## config.mk

```make
export PLATFORM = sky130hd
export DESIGN_NAME = sector_pattern_unit
export DESIGN_NICKNAME = d
export VERILOG_FILES = /design/src/rtl/spu_pkg.sv /design/src/rtl/spu_seq.sv /design/src/rtl/spu_prbs_lane.sv /design/src/rtl/spu_word.sv /design/src/rtl/spu_check.sv /design/src/rtl/sector_pattern_unit.sv
export SDC_FILE = /design/constraint.sdc
export NUM_CORES = 2
export LEC_CHECK = 0
export ABC_AREA = 1
export BUFFER_PORTS_ARGS = -buffer_cell sky130_fd_sc_hd__buf_2
export CAP_MARGIN = 20
export CELL_PAD_IN_SITES_DETAIL_PLACEMENT = 0
export CELL_PAD_IN_SITES_GLOBAL_PLACEMENT = 1
export CORE_AREA = 2 2 439 441
export DETAILED_ROUTE_END_ITERATION = 10
export DIE_AREA = 0 0 441 443
export GPL_TIMING_DRIVEN = 0
export PLACE_DENSITY_LB_ADDON = 0.05
export SLEW_MARGIN = 20
export SYNTH_ARGS = -nofsm -noshare
export SYNTH_HDL_FRONTEND = slang
export SYNTH_SLANG_ARGS = --single-unit
export TNS_END_PERCENT = 100
```

## constraint.sdc

```tcl
create_clock -name clk -period 4.65 [get_ports clk]
set_input_delay 0.93 -clock clk [delete_from_list [all_inputs] [get_ports clk]]
set_output_delay 0.93 -clock clk [all_outputs]
set_load 0.05 [all_outputs]
```

## src/rtl/spu_pkg.sv

```systemverilog
package spu_pkg;

   typedef enum logic [2:0] {
      PAT_INC  = 3'd0,
      PAT_DEC  = 3'd1,
      PAT_ZERO = 3'd2,
      PAT_ONE  = 3'd3,
      PAT_PRBS = 3'd4
   } pat_e;

   // one step of the 32-bit Fibonacci shift register
   function automatic logic [31:0] prbs_next(input logic [31:0] s);
      return {s[30:0], s[30] ^ s[20] ^ s[0]};
   endfunction

   // per-lane seed built from the low sector bits and their complement
   function automatic logic [31:0] lane_seed(input logic [31:0] lo, input bit odd);
      return odd ? {~lo[31:16], lo[31:16]} : {lo[15:0], ~lo[15:0]};
   endfunction

   // modes whose sectors open with a header
   function automatic logic has_header(input logic [2:0] m);
      return (m == PAT_INC) || (m == PAT_DEC) || (m == PAT_PRBS);
   endfunction

endpackage

```

## src/rtl/spu_seq.sv

```systemverilog
module spu_seq #(
   parameter int ADDR_W = 48,
   parameter int CNT_W  = 32,
   parameter int BEATS  = 16
) (
   input  logic              clk,
   input  logic              rst_n,
   input  logic              start,
   input  logic [ADDR_W-1:0] start_addr,
   input  logic              step,
   output logic [$clog2(BEATS)-1:0] beat_idx,
   output logic [CNT_W-1:0]  beat_cnt,
   output logic [ADDR_W-1:0] sector_addr,
   output logic              reseed,
   output logic [31:0]       seed_lo
);
   localparam int BEAT_W = $clog2(BEATS);
   localparam logic [BEAT_W-1:0] LAST = BEAT_W'(BEATS - 1);

   logic              last_beat;
   logic [ADDR_W-1:0] next_addr;

   assign last_beat = (beat_idx == LAST);
   assign next_addr = sector_addr + ADDR_W'(1);
   assign reseed    = start | (step & last_beat);
   assign seed_lo   = start ? start_addr[31:0] : next_addr[31:0];

   always_ff @(posedge clk) begin
      if (!rst_n) begin
         beat_idx    <= '0;
         beat_cnt    <= '0;
         sector_addr <= '0;
      end else if (start) begin
         beat_idx    <= '0;
         beat_cnt    <= '0;
         sector_addr <= start_addr;
      end else if (step) begin
         beat_cnt <= beat_cnt + CNT_W'(1);
         if (last_beat) begin
            beat_idx    <= '0;
            sector_addr <= next_addr;
         end else begin
            beat_idx <= beat_idx + BEAT_W'(1);
         end
      end
   end

endmodule

```

## src/rtl/spu_prbs_lane.sv

```systemverilog
module spu_prbs_lane
   import spu_pkg::*;
#(
   parameter bit ODD   = 1'b0,
   parameter int STEPS = 4
) (
   input  logic                clk,
   input  logic                rst_n,
   input  logic                load,
   input  logic [31:0]         seed_lo,
   input  logic                step,
   output logic [STEPS*32-1:0] vals
);
   localparam logic [31:0] RST_SEED = lane_seed(32'h0, ODD);

   logic [31:0] state_q;
   logic [31:0] chain [STEPS];
   logic [31:0] after_beat;

   // look-ahead: STEPS successive values from one register per cycle
   always_comb begin
      chain[0] = state_q;
      for (int j = 1; j < STEPS; j++) begin
         chain[j] = prbs_next(chain[j-1]);
      end
      after_beat = prbs_next(chain[STEPS-1]);
   end

   for (genvar j = 0; j < STEPS; j++) begin : g_out
      assign vals[j*32 +: 32] = chain[j];
   end

   always_ff @(posedge clk) begin
      if (!rst_n) begin
         state_q <= RST_SEED;
      end else if (load) begin
         state_q <= lane_seed(seed_lo, ODD);
      end else if (step) begin
         state_q <= after_beat;
      end
   end

endmodule

```

## src/rtl/spu_word.sv

```systemverilog
module spu_word
   import spu_pkg::*;
#(
   parameter int WORD_W = 256,
   parameter int ADDR_W = 48
) (
   input  logic [2:0]                        mode,
   input  logic                              first,
   input  logic [31-$clog2(WORD_W/32):0]     cnt_lo,
   input  logic [ADDR_W-1:0]                 sector_addr,
   input  logic [WORD_W-1:0]                 prbs,
   output logic [WORD_W-1:0]                 word
);
   localparam int DWORDS = WORD_W / 32;
   localparam int SH     = $clog2(DWORDS);

   logic        hdr_on;
   logic [31:0] hdr [2];

   assign hdr_on = first & has_header(mode);
   assign hdr[0] = sector_addr[31:0];
   assign hdr[1] = {{(64-ADDR_W){1'b0}}, sector_addr[ADDR_W-1:32]};

   for (genvar k = 0; k < DWORDS; k++) begin : g_dw
      localparam logic [SH-1:0] KIDX = SH'(k);
      logic [31:0] inc_v;
      logic [31:0] pat_v;
      assign inc_v = {cnt_lo, KIDX};
      always_comb begin
         unique case (mode)
            PAT_INC:  pat_v = inc_v;
            PAT_DEC:  pat_v = ~inc_v;
            PAT_ONE:  pat_v = '1;
            PAT_PRBS: pat_v = prbs[k*32 +: 32];
            default:  pat_v = '0;
         endcase
      end
      if (k < 2) begin : g_hdr
         assign word[k*32 +: 32] = hdr_on ? hdr[k] : pat_v;
      end else begin : g_body
         assign word[k*32 +: 32] = pat_v;
      end
   end

endmodule

```

## src/rtl/spu_check.sv

```systemverilog
module spu_check #(
   parameter int WORD_W = 256,
   parameter int OFF_W  = 37
) (
   input  logic              clk,
   input  logic              rst_n,
   input  logic              start,
   input  logic              rd_valid,
   input  logic [WORD_W-1:0] rd_data,
   input  logic [WORD_W-1:0] exp_word,
   input  logic [OFF_W-1:0]  cur_off,
   output logic              fail,
   output logic [WORD_W-1:0] fail_exp,
   output logic [WORD_W-1:0] fail_got,
   output logic [OFF_W-1:0]  fail_off
);
   logic first_miss;

   assign first_miss = rd_valid & (rd_data != exp_word) & ~fail;

   always_ff @(posedge clk) begin
      if (!rst_n || start) begin
         fail     <= 1'b0;
         fail_exp <= '0;
         fail_got <= '0;
         fail_off <= '0;
      end else if (first_miss) begin
         fail     <= 1'b1;
         fail_exp <= exp_word;
         fail_got <= rd_data;
         fail_off <= cur_off;
      end
   end

endmodule

```

## src/rtl/sector_pattern_unit.sv

```systemverilog
module sector_pattern_unit
   import spu_pkg::*;
#(
   parameter int WORD_W = 256,
   parameter int ADDR_W = 48,
   parameter int CNT_W  = 32,
   parameter int OFF_W  = CNT_W + $clog2(WORD_W / 8)
) (
   input  logic              clk,
   input  logic              rst_n,
   input  logic              start,
   input  logic [2:0]        pat_sel,
   input  logic [ADDR_W-1:0] start_sector,
   input  logic              adv,
   input  logic              rd_valid,
   input  logic [WORD_W-1:0] rd_data,
   output logic [WORD_W-1:0] wr_data,
   output logic              fail,
   output logic [WORD_W-1:0] fail_exp,
   output logic [WORD_W-1:0] fail_got,
   output logic [OFF_W-1:0]  fail_off
);
   localparam int SECTOR_BITS = 512 * 8;
   localparam int BEATS       = SECTOR_BITS / WORD_W;
   localparam int BEAT_W      = $clog2(BEATS);
   localparam int DWORDS      = WORD_W / 32;
   localparam int SH          = $clog2(DWORDS);
   localparam int LANE_STEPS  = DWORDS / 2;
   localparam int BYTE_SH     = $clog2(WORD_W / 8);

   if (WORD_W % 64 != 0 || WORD_W < 128 || SECTOR_BITS % WORD_W != 0 || BEATS < 2) begin : g_bad_w
      $error("WORD_W must be a multiple of 64, at least 128, and divide a sector");
   end
   if (ADDR_W <= 32 || ADDR_W > 64) begin : g_bad_a
      $error("ADDR_W must lie in 33..64");
   end
   if (CNT_W < 32 - SH) begin : g_bad_c
      $error("CNT_W too small for the dword counter");
   end
   if (OFF_W != CNT_W + BYTE_SH) begin : g_bad_o
      $error("OFF_W must equal CNT_W plus the beat byte shift");
   end

   logic [2:0]        mode_q;
   logic              step;
   logic [BEAT_W-1:0] beat_idx;
   logic [CNT_W-1:0]  beat_cnt;
   logic [ADDR_W-1:0] sector_addr;
   logic              reseed;
   logic [31:0]       seed_lo;
   logic [WORD_W-1:0] prbs;

   assign step = (adv | rd_valid) & ~start;

   always_ff @(posedge clk) begin
      if (!rst_n) begin
         mode_q <= PAT_INC;
      end else if (start) begin
         mode_q <= pat_sel;
      end
   end

   spu_seq #(
      .ADDR_W (ADDR_W),
      .CNT_W  (CNT_W),
      .BEATS  (BEATS)
   ) u_seq (
      .clk         (clk),
      .rst_n       (rst_n),
      .start       (start),
      .start_addr  (start_sector),
      .step        (step),
      .beat_idx    (beat_idx),
      .beat_cnt    (beat_cnt),
      .sector_addr (sector_addr),
      .reseed      (reseed),
      .seed_lo     (seed_lo)
   );

   for (genvar l = 0; l < 2; l++) begin : g_lane
      spu_prbs_lane #(
         .ODD   (l[0]),
         .STEPS (LANE_STEPS)
      ) u_lane (
         .clk     (clk),
         .rst_n   (rst_n),
         .load    (reseed),
         .seed_lo (seed_lo),
         .step    (step),
         .vals    (prbs[l*(WORD_W/2) +: WORD_W/2])
      );
   end

   spu_word #(
      .WORD_W (WORD_W),
      .ADDR_W (ADDR_W)
   ) u_word (
      .mode        (mode_q),
      .first       (beat_idx == '0),
      .cnt_lo      (beat_cnt[31-SH:0]),
      .sector_addr (sector_addr),
      .prbs        (prbs),
      .word        (wr_data)
   );

   spu_check #(
      .WORD_W (WORD_W),
      .OFF_W  (OFF_W)
   ) u_check (
      .clk      (clk),
      .rst_n    (rst_n),
      .start    (start),
      .rd_valid (rd_valid),
      .rd_data  (rd_data),
      .exp_word (wr_data),
      .cur_off  ({beat_cnt, {BYTE_SH{1'b0}}}),
      .fail     (fail),
      .fail_exp (fail_exp),
      .fail_got (fail_got),
      .fail_off (fail_off)
   );

endmodule

```

==> reports/results.ini <==
[run_status]
outcome = finished, violations left
failed_checks = setup timing

[drt]
vias_per_cell = 4.77
wl_per_cell_um = 33.8
drt_wl_total_mm = 341
drt_first_iter_violations = 4509
antenna_left = 0
via_count = 48100
dr.pass1.iters = 6
drc = 0

[place]
hpwl_mm = 285
gp_congestion = 0.936
io_buffers = 1111
place_inst = 9835
pre_cts_slack_ns = -1.66

[layout]
nets = 7726
drive_above_1_share_pct = 22.3
fin_cells = 10100
areaGrowthSynthToFinish_pct = 35.2

[clock_network]
cts_buffer_depth = 3
ctsHoldBuffers = 0
clk_latency_ns = 0.77
cts_sinks = 693
clkSlewWorstSetupHoldPaths_ns = 0.06
cts_root_buf = clkbuf_16
cts_tree = built
htree_levels = 3
cts_buffers = 96

[synth]
yosys.area.top_type = dfxtp_1
syn_area_um2 = 37600
syn_inst = 6191
synth.most_common_cell = nand2_1
synth_common_cells = nand2_1 (1882), nor2_1 (941), dfxtp_1 (693), nand3_1 (658), inv_1 (644)
synth_cell_types = 41
ys_warn_count = 0
synth_area_leaders = dfxtp_1 (37%), nand2_1 (19%), nor2_1 (9.4%)
netlist.area_leader.share_pct = 36.9
synth_edf_count = 0
synth_seq_area_share_pct = 36.9
synth_ff_type = dfxtp_1
synth_seq_cells = 693
syn_avg_cell_area_um2 = 6.08
synthArstFlopShare_pct = 0

[critical_path]
crit_type = register to register
crit_buf_inv = 6
cp_max_fo = 10
max_stage_delay_ns = 0.42
rrSetupSlack_ns = -0.01
end_kind = register
path_common_cell = nand2_1
cpLargestDelayFamily = simple AND/OR/NAND/NOR gates
setup.worst_path.start_class = register
cp_slowest_cell = xor2_2
critPathRequiredTime_ns = 5.29
cp.arrival_ns = 5.30
cp_cell_sequence = inv_2, nor2_4, nand2_1, clkbuf_4, buf_4, nand2_1, clkinv_2, nand2_2, xor2_2, nor2_1, nand2_1, nor2_1, nand2_1, nor2_1, nand2_1, nor2_1, nand2_2, buf_4, buf_4, nand3b_1, nand2_1, nor2_1

[global_route]
overflow = 0
grt.met1_usage_pct = 42.4
grt_pass1_vias = 43900
grt_pass1_wl_mm = 432
grt_antenna_before_repair = 139
met3_usage_pct = 5.73
top_usage_layer = met2
use_met2_pct = 54.6
grt_usage_pct = 33.4
grt_start_max_net_pins = 13

[power_and_ir_drop]
power_density_nw_per_um2 = 425
total_power_uw = 21600
p_leak_uw = 0.0264
ir_worst_vdd_mv = 0.294

[timing]
finalClockSkew_ns = 0.0449
grt_setup_unrepaired = yes
min_period_ns = 4.66
slew_headroom_pct = 20.9
final_max_slew_viol_count = 0
setup_slack_ns = -0.0127
holdWs_ns = 0.418
setup_viol = 1
fmax_mhz = 214
hold_viol = 0
finalCritPeriodShare_pct = 100
tightest_slew_ns = 1.18
tns_ns = -0.0127

[die]
rows = 161
die_area_um2 = 195000
die_h_um = 443
core_area_um2 = 191000
ios = 1118
start_util_pct = 19.7
die_width_um = 441

[min_path]
hp-class = primary input to register

[run]
drv_cap = 0

[kinds of logic after synthesis]
| group | Yosys count | synth area share, % |
|---|---|---|
| simple gates | 3607 | 38.9 |
| buf+inv | 1119 | 12.2 |
| flops | 693 | 36.9 |
| compound gates | 672 | 9.64 |
| xor+xnor | 95 | 2.21 |
| fa+ha+maj | 4 | 0.133 |
| other cells | 1 | 0.00997 |
[cell usage in the layout, fill, tap and decap left out, types with 99 or more instances in the layout]
master,instances
nand2_1,1823
buf_2,1178
nor2_1,919
dfxtp_1,693
nand3_1,655
inv_1,642
a21oi_1,432
clkbuf_1,128
o21ai_0,111
clkbuf_16,99
[routing by layer]
metal / vias up / share of wire, %
met1: 23600 / 42
met5: - / 0.035
li1: 21900 / -
met3: 560 / 6.4
met4: 18 / 5.2
met2: 2049 / 46
[registers in the layout (all words and copies together) (netlist names), 3 cells and up]
| signal | count |
|---|---|
| u_check.fail_got | 256 |
| u_check.fail_exp | 253 |
| u_check.fail_off | 32 |
| u_seq.beat_cnt | 32 |
| g_lane.u_lane.state_q | 64 |
| u_seq.sector_addr | 48 |
| u_seq.beat_idx | 4 |
| mode_q | 3 |
[stage by stage]
stage	utilization (%)	instance area (um2)
2_1_floorplan	-	37600
3_3_place_gp	24.3	46400
3_5_place_dp	24.3	46500
4_1_cts	26.4	50400
5_1_grt	26.6	50800
6_report	26.6	50900
[worst register-to-register path: stages, from the launching register on]
cell,delay [ns]
dfxtp_1,0.39
inv_2,0.07
nor2_4,0.18
nand2_1,0.15
clkbuf_4,0.25
buf_4,0.24
nand2_1,0.10
clkinv_2,0.27
nand2_2,0.28
xor2_2,0.42
nor2_1,0.10
nand2_1,0.07
nor2_1,0.07
nand2_1,0.19
nor2_1,0.09
nand2_1,0.16
nor2_1,0.07
nand2_2,0.19
buf_4,0.35
buf_4,0.33
nand3b_1,0.34
nand2_1,0.17
nor2_1,0.05
[where the power goes]
group / total (uW) / leakage [uW] / internal, uW / switching, uW
sequential: 6480 / 0.00567 / 6240 / 244
clock: 8130 / 0.00163 / 4840 / 3290
combinational: 6990 / 0.0191 / 1350 / 5640
total: 21600 / 0.0264 / 12400 / 9180
[layout make-up]
type                            instances  area (um2)
Antenna cell                           75         188
Buffer                                378        2090
Clock buffer                          144        2870
Clock inverter                         29         454
Fill cell                           22200      140000
Inverter                              741        2790
Multi-Input combinational cell       4383       19800
Sequential cell                       693       13900
Tap cell                             2526        3160
Timing Repair Buffer                 1117        5690
[path summary, 6_finish.rpt]
kind	to	start	depth (start not counted)
worst max-delay path	u_check.fail_exp[66]	mode_q[0]	22
worst min-delay path	u_check.fail_got[140]	rd_data[140]	3
worst max register to register	u_check.fail_exp[66]	mode_q[0]	22
worst min register to register	u_seq.beat_cnt[29]	u_seq.beat_cnt[29]	2
[repair_timing]
item,CTS,global route
pin swaps,2,0
resized for setup,170,72
setup buffers,1,2
endpoints found under the setup margin,569,525
Note: power is estimated with default switching activity, not from simulation.
